===== src/rtl/fs_pkg.sv =====
package fs_pkg;
  typedef enum logic {
    SHAPE_SQUARE = 1'b0,
    SHAPE_PULSE  = 1'b1
  } shape_e;

  typedef enum logic {
    POS_RISE = 1'b0,
    POS_FALL = 1'b1
  } pos_e;
endpackage


===== src/rtl/fs_edge_detect.sv =====
module fs_edge_detect (
  input  logic clk,
  input  logic rst_n,
  input  logic sync_in,
  input  logic arm,
  output logic realign
);
  logic prev_q;
  logic prev_d;

  always_comb begin
    prev_d  = sync_in;
    realign = arm & prev_q & ~sync_in;
  end

  always_ff @(posedge clk or negedge rst_n) begin
    if (!rst_n) prev_q <= 1'b0;
    else        prev_q <= prev_d;
  end
endmodule


===== src/rtl/fs_divider.sv =====
module fs_divider #(
  parameter int FRAME_LEN = 19440,
  parameter int CNT_W     = $clog2(FRAME_LEN)
) (
  input  logic             clk,
  input  logic             rst_n,
  input  logic             realign,
  output logic [CNT_W-1:0] cnt
);
  localparam logic [CNT_W-1:0] LAST = CNT_W'(FRAME_LEN - 1);

  logic [CNT_W-1:0] cnt_q;
  logic [CNT_W-1:0] cnt_d;

  always_comb begin
    if (realign)             cnt_d = '0;
    else if (cnt_q == LAST)  cnt_d = '0;
    else                     cnt_d = cnt_q + 1'b1;
  end

  always_ff @(posedge clk or negedge rst_n) begin
    if (!rst_n) cnt_q <= '0;
    else        cnt_q <= cnt_d;
  end

  assign cnt = cnt_q;
endmodule


===== src/rtl/fs_shaper.sv =====
module fs_shaper
  import fs_pkg::*;
#(
  parameter int FRAME_LEN = 19440,
  parameter int PULSE_LEN = 8,
  parameter int CNT_W     = $clog2(FRAME_LEN)
) (
  input  logic             clk,
  input  logic             rst_n,
  input  logic [CNT_W-1:0] cnt,
  input  logic             en,
  input  logic             invert,
  input  shape_e           shape,
  input  pos_e             pos,
  output logic             fs_out
);
  localparam int HALF_I = FRAME_LEN / 2;
  localparam logic [CNT_W-1:0] HALF_C      = CNT_W'(HALF_I);
  localparam logic [CNT_W-1:0] PULSE_C     = CNT_W'(PULSE_LEN);
  localparam logic [CNT_W-1:0] FALL_END_C  = CNT_W'(HALF_I + PULSE_LEN);

  logic square_w;
  logic pulse_w;
  logic wave_w;
  logic out_d;
  logic out_q;

  always_comb begin
    square_w = (cnt < HALF_C);
    if (pos == POS_FALL) pulse_w = (cnt >= HALF_C) && (cnt < FALL_END_C);
    else                 pulse_w = (cnt < PULSE_C);
    wave_w = en & ((shape == SHAPE_PULSE) ? pulse_w : square_w);
    out_d  = wave_w ^ invert;
  end

  always_ff @(posedge clk or negedge rst_n) begin
    if (!rst_n) out_q <= 1'b0;
    else        out_q <= out_d;
  end

  assign fs_out = out_q;
endmodule


===== src/rtl/frame_sync_gen.sv =====
module frame_sync_gen
  import fs_pkg::*;
#(
  parameter int FRAME_LEN = 19440,
  parameter int PULSE_LEN = 8
) (
  input  logic clk,
  input  logic rst_n,
  input  logic en,
  input  logic invert,
  input  logic pulse_mode,
  input  logic pulse_at_fall,
  input  logic resync_en,
  input  logic ext_sync,
  output logic fs_out
);
  localparam int CNT_W = $clog2(FRAME_LEN);

  logic             realign;
  logic [CNT_W-1:0] cnt;
  shape_e           shape;
  pos_e             pos;

  assign shape = shape_e'(pulse_mode);
  assign pos   = pos_e'(pulse_at_fall);

  fs_edge_detect u_edge (
    .clk     (clk),
    .rst_n   (rst_n),
    .sync_in (ext_sync),
    .arm     (resync_en),
    .realign (realign)
  );

  fs_divider #(.FRAME_LEN(FRAME_LEN), .CNT_W(CNT_W)) u_div (
    .clk     (clk),
    .rst_n   (rst_n),
    .realign (realign),
    .cnt     (cnt)
  );

  fs_shaper #(.FRAME_LEN(FRAME_LEN), .PULSE_LEN(PULSE_LEN), .CNT_W(CNT_W)) u_shape (
    .clk    (clk),
    .rst_n  (rst_n),
    .cnt    (cnt),
    .en     (en),
    .invert (invert),
    .shape  (shape),
    .pos    (pos),
    .fs_out (fs_out)
  );
endmodule


===== config.mk =====
export PLATFORM = sky130hd
export DESIGN_NAME = frame_sync_gen
export DESIGN_NICKNAME = d
export VERILOG_FILES = /design/src/rtl/fs_pkg.sv /design/src/rtl/fs_edge_detect.sv /design/src/rtl/fs_divider.sv /design/src/rtl/fs_shaper.sv /design/src/rtl/frame_sync_gen.sv
export SDC_FILE = /design/constraint.sdc
export NUM_CORES = 1
export LEC_CHECK = 0
export CORE_ASPECT_RATIO = 1.25
export CORE_MARGIN = 2
export CORE_UTILIZATION = 45
export DETAILED_ROUTE_END_ITERATION = 10
export PLACE_DENSITY = 0.65
export REMOVE_ABC_BUFFERS = 1
export SLEW_MARGIN = 10
export SYNTH_ARGS = -nofsm -noshare
export SYNTH_HDL_FRONTEND = slang
export SYNTH_SLANG_ARGS = --single-unit

===== constraint.sdc =====
create_clock -name clk -period 3.6 [get_ports clk]
set_input_delay 0.54 -clock clk [delete_from_list [all_inputs] [get_ports clk]]
set_output_delay 0.54 -clock clk [all_outputs]
set_load 0.02 [all_outputs]

# Word-level counts from Yosys, hierarchy flattened
# Index checks and enable logic that the tools add are counted.
classes:
  mux: 4
  n_reduce_logical: 1
  add_sub_neg: 1
  order_cmp: 4
  bitwise: 5
  eq_ne: 1
op_table:
  columns: ["operator", "count"]
  rows:
  - ["< comparator 15 x 14 -> 1 bit, second input constant", 2]
  - ["two-way mux 15 bit", 2]
  - ["adder 15 x 1 -> 15 bit, second input constant", 1]
  - ["equality test 15 bit, second input constant", 1]
  - ["greater-or-equal comparator 15 x 14 -> 1 bit, second input constant", 1]
  - ["< comparator 15 x 4 -> 1 bit, second input constant", 1]
  - ["bitwise AND 1 bit", 3]
  - ["two-way mux 1 bit", 2]
  - ["logical AND 1 bit", 1]
  - ["NOT 1 bit", 1]
  - ["bitwise XOR 1 bit", 1]
word_totals:
  output_inout_bits: 1
  regBits: 17
  wordCells: 19

# Logic depth before layout (Yosys ltp)
# Gate-level depths: netlist of the first run.
logic_depth:
  word_depth: 6
  mapped_depth: 8
  ltp_nobuf: 6

# Cells and area by module
# From an unflattened synthesis of the first run, not the netlist that was laid out.
hier_totals:
  hier_cells: 89
  hier_area_um2: 873.3
modules_own_cells:
  columns: ["module", "seq_area_each_um2", "cells_per_inst", "area_each_um2", "n_inst"]
  rows:
  - ["fs_divider", 375.4, 72, 720.7, 1]
  - ["fs_shaper", 25.0, 15, 118.9, 1]
  - ["fs_edge_detect", 25.0, 2, 33.8, 1]

# Worst setup path after synthesis of the first run
# Ideal clock, no wire load.
synth_path:
  path_kind: "reg2reg"
  startpoint: "register u_div.cnt_q[10], in the netlist u_div.cnt[10]"
  endpoint: "register u_div.cnt_q[6], in the netlist u_div.cnt[6]"
  arrival_time_ps: 1362
  synth_period_minus_slack_ps: 1481
  slack_ps: 2119
  path_stages_with_launch: 9
  setup_ps: 119
  cell_sequence: "dfrtp_1 -> buf_2 -> nor4_2 -> nand4_1 -> nor3_1 -> or2_1 -> buf_2 -> buf_4 -> nor2_1"
synth_between:
  elab_chain_cells: 3
synth_lines:
  columns: ["item", "line", "source"]
  rows:
  - ["start, declared", "fs_divider.sv:12", "logic [CNT_W-1:0] cnt_q;"]
  - ["start signal, assigned", "fs_divider.sv:23", "else cnt_q <= cnt_d;"]
  - ["equality test 15 bit", "fs_divider.sv:17", "else if (cnt_q == LAST) cnt_d = '0;"]
  - ["two-way mux 15 bit", "fs_divider.sv:17", null]
  - ["two-way mux 15 bit", "fs_divider.sv:16", "if (realign) cnt_d = '0;"]
  - ["via u_div.cnt_d[6]", "fs_divider.sv:13", "logic [CNT_W-1:0] cnt_d;"]
# The timed path passes the listed nets, and every way through them passes these cells.

# Worst setup path after layout of the first run
layout_path:
  startpoint: "register u_shape.out_q, in the netlist u_shape.fs_out"
  endpoint: "output port fs_out"
layout_lines:
  columns: ["item", "line", "source"]
  rows:
  - ["start, declared", "fs_shaper.sv:26", "logic out_q;"]
  - ["start signal, assigned", "fs_shaper.sv:38", "else out_q <= out_d;"]
  - ["end, declared", "frame_sync_gen.sv:15", "output logic fs_out"]
# No word-level cell between the ends.

==> results.txt, run 1 <==
- The analysis attributes to cell leakage a power of 0.000433 µW.
- Worst relative slew slack: 51.6%
- In this run the number of H-tree levels came out at 1.
- The detail route stage leaves a number of antenna-violating nets equal to 0.
- Setup TNS: 0 ps
* Largest incremental delay on the critical path: 590 ps
- Worst Path Required: 3060 ps
- Clock skew on the completed layout was measured at 5.71 ps.
- After clock tree synthesis, the repair step resized 0 gates.
* Final setup violation count: 0
* Achievable frequency: 0.570 GHz
* Sequential cell area: 425 µm²
- Fin nets: 113
* Outcome: finished clean
- Yosys mapped a number of flops with a built-in enable equal to 0.
- Across every metal layer, demand over resource in global routing totals 16.7%.
- Final cell count without fillers: 122
- Time the worst path needs with I/O delays and setup: 1760 ps
- During synthesis, Yosys emitted a total of 0 warnings.
* Number of cells after detailed placement: 118
- The floorplan step set the die width to 43.9 µm.
- Netlist cell types: 26
- DR iter-0 viols: 10
- Beginning of the worst hold path: u_div.cnt[0]
- The number of antenna violations at the first check in global routing was 0.
* Hold buffers post-CTS: 0
- From bottom edge to top edge, the die measures 53.9 µm.
- The core region is 0.00194 mm².
* Kind of cell adding the most delay to the critical path: buffers and inverters
- For the pin with the worst max-slew slack, the measured transition is 724 ps.
- After layout, the worst setup slack is 1850 ps.
- Remaining global-route overflow: 0
- The area growth from synthesis to layout is 12.2%.
- Most common cell after layout, fill and taps aside: sky130_fd_sc_hd__nor2_1
* Proportion of layout cells with a drive suffix above 1: 9.80%
- Power spread over the standard cell area amounts to 430 mW/mm².
* DRC: 0
- Instance count of the mapped netlist: 94
* Number of placement rows: 18
- In the final layout, the multi-input gates occupy 428 µm².
- After legalization and detailed placement, the total HPWL measured 1110 µm.
- Max-cap violations in this run came to 0.
- Largest fanout of any net on the critical path: 1
- Across the VDD grid, the largest voltage drop is 0.299 mV.
- Pre-CTS setup slack: 1740 ps
- The count of final max-slew check failures came to 0.
- I/O Buffers: 8
* WP data arrival: 1220 ps
- Inserted Diodes: 0
* CTS root buffer: sky130_fd_sc_hd__clkbuf_4
- Post-synth ARST share: 100%
- Placer congestion estimate: 0.813
- Together, buffers and inverters on the worst path number 1.
* Setup repair bufs after CTS: 0
- RSZ-0062 raised after global routing: false
- TritonCTS Sinks: 17
- Buffers inserted during clock tree synthesis total 3.
- Cells fill 51.8% of the core in the end.
* Clock slew at reported path FFs: 100 ps
- The first global-routing pass estimated 2780 µm of wire.
* Hold path depth: 1
- The final number of hold-violating endpoints is 0.
- In the final routed layout, each cell accounts on average for 12.5 µm.
- Clk Latency, worst-skew pair: 290 ps
- Worst Reg-to-Reg Cells: 5
- Vias: 644
- TritonCTS built the clock tree.
* Reg-to-Reg End: u_div.cnt[3]
* Count of boundary I/O pins: 9
- The startpoint identified for the worst register-to-register timing path is u_div.cnt[13].
* Sum of routed wire length over all layers: 1520 µm
* Cell with the largest stage delay on the worst path: sky130_fd_sc_hd__clkdlybuf4s50_1
* Period Utilization, post-route: 48.8%
* Commonest non-fill, non-tap cells in the layout: sky130_fd_sc_hd__nor2_1 (19), sky130_fd_sc_hd__dfrtp_1 (17), sky130_fd_sc_hd__xnor2_1 (8), sky130_fd_sc_hd__clkdlybuf4s50_1 (8), sky130_fd_sc_hd__xor2_1 (6)
- The most used flip-flop cell after synthesis is sky130_fd_sc_hd__dfrtp_1.
- Element type at the critical path start: flip-flop
* Kind of capture point of the worst setup path: output port
- Effective utilization at floorplan: 46.2%
- The signal on the critical path passes through clkdlybuf4s50_1.
- Via density: 5.28
- For flop-to-flop paths, the worst setup slack is 1850 ps.
- Total Power: 432 µW
- Total of flip-flops plus latches after synthesis: 17
- Maximum number of pins on one net before global-route repair: 18
- Worst Hold Class: flip-flop to flip-flop
* Vias in the first global route: 643
- Before antenna repair, the detailed router went through 4 iterations.
* Clock buffer depth: 2
- The worst setup path is of the flip-flop to output port kind.
- After filler insertion, the fill cell instance count of the layout stands at 187.
- For this run, the register share of the synthesized area comes to 47.6%.
- Die area: 0.00236 mm²
* Post-Syn Area per Cell: 9.52 µm²
* Hold path endpoint: u_div.cnt[0]
* Netlist Area Pre-Place: 895 µm²
report_power, final:
| part | leakage, µW | internal, µW | switching [µW] |
|---|---|---|---|
| Clock | 0.0000150 | 43.1 | 59.6 |
| Sequential | 0.000226 | 216 | 27.3 |
| Combinational | 0.000192 | 43.0 | 42.5 |
sequential cells by signal (all words and copies together) (netlist names):
name	flops
u_shape.fs_out	1
u_div.cnt	15
u_edge.prev_q	1
per-layer routing:
metal / track usage, % / share of wire, % / wire length [µm]
met4: 12.6 / 3.6 / 55
met1: 19.1 / 44 / 665
met2: 26.7 / 48 / 730
met3: 4.36 / 4.6 / 70
met5: 0 / 0 / 0
final cells by class:
type	count	share of cell area [%]
Tap cell	20	2.49
Timing Repair Buffer	8	7.98
Multi-Input combinational cell	68	42.6
Clock buffer	4	2.62
Inverter	5	1.87
Sequential cell	17	42.4
cells in the mapped netlist (2+ instances only):
cell	number	area share (%)
sky130_fd_sc_hd__ha_1	2	2.8
sky130_fd_sc_hd__xnor2_1	8	7.8
sky130_fd_sc_hd__nand4_1	5	3.5
sky130_fd_sc_hd__inv_1	5	2.1
sky130_fd_sc_hd__xor2_1	6	5.9
sky130_fd_sc_hd__nor2_1	19	8.0
sky130_fd_sc_hd__nor4_1	3	2.1
sky130_fd_sc_hd__a21oi_1	2	1.1
sky130_fd_sc_hd__dfrtp_1	17	48
sky130_fd_sc_hd__nand2_1	4	1.7
sky130_fd_sc_hd__buf_2	3	1.7
sky130_fd_sc_hd__nand3_1	3	1.7
sky130_fd_sc_hd__nor2_2	4	2.8
worst register-to-register path: stages (launching register included):
cell,delay [ps]
sky130_fd_sc_hd__dfrtp_1,470
sky130_fd_sc_hd__nor4_2,320
sky130_fd_sc_hd__nand4_1,130
sky130_fd_sc_hd__nor3_1,140
sky130_fd_sc_hd__or2_1,440
sky130_fd_sc_hd__nor2_1,120
per-stage QoR:
stage	instance area, µm²	hold WS (ps)
6_report	1000	495
5_1_grt	1000	523
4_1_cts	1000	502
3_5_place_dp	977	486
3_3_place_gp	977	477
2_1_floorplan	872	244
how the worst max path moves through the flow:
| stage | from | endpoint | slack [ps] | depth (start not counted) |
|---|---|---|---|---|
| floorplan | u_div.cnt[13] | u_div.cnt[10] | 2120 | 5 |
| global placement | resync_en | u_div.cnt[9] | 1770 | 5 |
| finish | u_shape.fs_out | fs_out | 1850 | 1 |
| CTS | u_div.cnt[13] | u_div.cnt[3] | 1830 | 5 |
| global route | u_div.cnt[13] | u_div.cnt[5] | 1720 | 5 |
| detailed placement | resync_en | u_div.cnt[3] | 1740 | 5 |
cell families after synthesis:
| kind of cell | share of synthesized area, % |
|---|---|
| simple gates | 27.3 |
| xor+xnor | 13.7 |
| compound gates | 4.06 |
| buf+inv | 4.62 |
| flops | 47.6 |
| fa+ha+maj | 2.80 |
No activity file was read; power rests on OpenSTA's default activity.
==> inputs of run 2 (changes only) <==
- clock period: 3.6 -> 1.8 ns (I/O delays scaled with it)
==> run 2 against run 1 <==
  * Die area stayed put
  * Largest cell class unchanged
  * Critical path type is now flip-flop to flip-flop
  * Global-route usage hardly changed
  * Largest power group unchanged
  * Hold slack worse by 200 ps
  * Combinational power is 110% higher
  * Routed wire length is 12% higher
==> results.txt, run 2 (synthesis gave the netlist of run 1 again) <==
- Outcome: finished clean
- The count of final max-slew check failures is 0.
- The worst setup path is captured at a flip-flop.
- Die Y-Extent: 53.9 µm
* DR iter-0 viols: 3
- At the later pin of the worst-skew pair, clock insertion delay measures 290 ps.
- Global routing used 16.8% of the available tracks.
* Routed length on met3: 43 µm
- Data arrives at the worst endpoint at 1790 ps.
- In the final layout, the share of cells above drive strength 1 is 12.4%.
* Commonest non-fill, non-tap cells in the layout: sky130_fd_sc_hd__nor2_1 (19), sky130_fd_sc_hd__dfrtp_1 (17), sky130_fd_sc_hd__xnor2_1 (8), sky130_fd_sc_hd__clkdlybuf4s50_1 (8), sky130_fd_sc_hd__xor2_1 (6)
* Most common cell after layout, fill and taps aside: sky130_fd_sc_hd__nor2_1
- Entering global routing, the biggest net connects 18 pins.
* Worst clock skew: 0.955 ps
* Setup TNS: 0 ps
* Placer congestion estimate: 0.886
- Static timing analysis puts the maximum clock frequency at 0.625 GHz.
* Number of H-tree levels: 1
- Pre-CTS setup slack: 190 ps
* Relative contribution of sequential cells to total power: 56.2%
- The analysis attributes to cell leakage a power of 0.000451 µW.
* Period Utilization, post-route: 88.9%
- Counting the buffers created by CTS gives 3.
- Across the VDD grid, the largest voltage drop is 0.450 mV.
* RSZ-0062 raised after global routing: false
* Clock buffer depth: 2
- Setup violations remaining at the end of the flow were counted as 0.
- STA classifies the critical path startpoint as a flip-flop.
- Startpoint of the worst-slack reg-to-reg timing path: u_div.cnt[13]
* Type of the setup path with the least slack: flip-flop to flip-flop
- Detailed placement finished with a half-perimeter wire length of 1250 µm.
* Sum of routed wire length over all layers: 1710 µm
- Internal power component: 609 µW
- Worst slew pin tran: 339 ps
- Clock slew at reported path FFs: 100 ps
- The clock network is responsible for 23.5% of the overall power.
- Met2 Routed Length: 873 µm
* Launch point of the critical path: u_div.cnt[13]
- Slack of the worst reg-to-reg path: 200 ps
- Max-cap violations: 0
- Remaining global-route overflow: 0
- Number of antenna violations at the first check in global routing: 0
- Fraction of power spent switching nets: 29.8%
- Comb pwr share: 20.3%
- After clock tree synthesis, the flow added hold-fix buffers numbering 0.
- First-pass iteration count of the detailed router: 4
- Worst Hold Class: primary input to async pin
- Measured along the x axis, the die boundary spans 43.9 µm.
- Number of failing hold endpoints at the final stage: 0
* TritonCTS Sinks: 17
- Global-route wire length before repair: 2850 µm
- Counting cells, the worst reg-to-reg path comes to 6.
* DRC: 0
* Routed metal-1 wirelength: 755 µm
- Worst Path Required: 1990 ps
- Power density over the cells: 837 mW/mm²
- For this run, the post-layout net count is 116.
* Max FFs per register: 15
- Compared with the post-synthesis result, the final layout area differs by 16.1%.
* Vias: 670
- Pin placement for this block handled 9 I/O pins.
- Worst relative slew slack: 77.2%
- Minimum hold slack: 297 ps
- The endpoint identified for the worst register-to-register timing path is u_div.cnt[10].
* Antenna violation net count after detailed routing: 0
- In this run, post-CTS repair resized a total of 0 instances.
- Inserted Diodes: 0
- Via density: 5.36
- Largest fanout of any net on the critical path: 12
- The smallest clock period supported by the final layout is computed as 1600 ps.
- CTS root buffer: sky130_fd_sc_hd__clkbuf_4
- The number of setup buffers added after CTS is 0.
* Post-route worst setup slack: 200 ps
- Uppermost metal layer occupied by signal nets: met4
* Effective utilization at floorplan: 46.2%
- Number of placement rows: 18
- Vias in the first global route: 666
- I/O Buffers: 8
- Dividing the detail-routed wire length by the instance count gives 13.6 µm.
* Core region area: 0.00194 mm²
- The die covers 0.00236 mm².
- Summed over all nets, the switching power comes to 259 µW.
- TritonCTS built the clock tree.
## run 2: cell count changes in the layout (fill, tap and decap cells not counted), sizes merged
cell,change
buf,+3
## run 2: worst max-delay path by stage
stage                          endpoint  slack (ps)  cells after the start
final                     u_div.cnt[10]         200                      6
after CTS                  u_div.cnt[7]         170                      6
after floorplan           u_div.cnt[10]         320                      5
after global placement     u_div.cnt[7]         200                      6
after detailed placement   u_div.cnt[7]         190                      6
after global routing      u_div.cnt[10]          50                      6
## run 2: through the flow
step	cells	total power (µW)	util (%)	area, µm²
2_1_floorplan	90	605	-	872
3_3_place_gp	121	667	52.3	1010
3_5_place_dp	121	673	52.3	1010
4_1_cts	125	882	53.6	1040
5_1_grt	125	937	53.6	1040
6_report	125	869	53.6	1040
## run 2: worst max-delay path: stages (launching register included)
cell and delay (ps):
sky130_fd_sc_hd__dfrtp_1 470, sky130_fd_sc_hd__nor4_2 320, sky130_fd_sc_hd__nand4_1 140, sky130_fd_sc_hd__nor3_1 130
sky130_fd_sc_hd__or2_1 220, sky130_fd_sc_hd__buf_12 160, sky130_fd_sc_hd__nor2_1 50
## run 2: per-layer routing
layer,up-vias,global-route usage [%]
li1,334,-
met1,323,18.1
met2,9,30.6
met3,4,3.02
met4,0,9.09
met5,-,0
## run 2: power groups by stage
stage | combinational, µW | sequential (µW) | clock, µW
final | 176 | 488 | 204
after global routing | 202 | 500 | 235
after CTS | 181 | 487 | 214
after detailed placement | 179 | 495 | 0
after global placement | 174 | 493 | 0
after floorplan | 116 | 488 | 0
## run 2: layout make-up
| class | instances | area (µm²) |
|---|---|---|
| Clock buffer | 4 | 26.3 |
| Fill cell | 179 | 898 |
| Inverter | 5 | 18.8 |
| Multi-Input combinational cell | 68 | 428 |
| Sequential cell | 17 | 425 |
| Tap cell | 20 | 25.0 |
| Timing Repair Buffer | 11 | 115 |
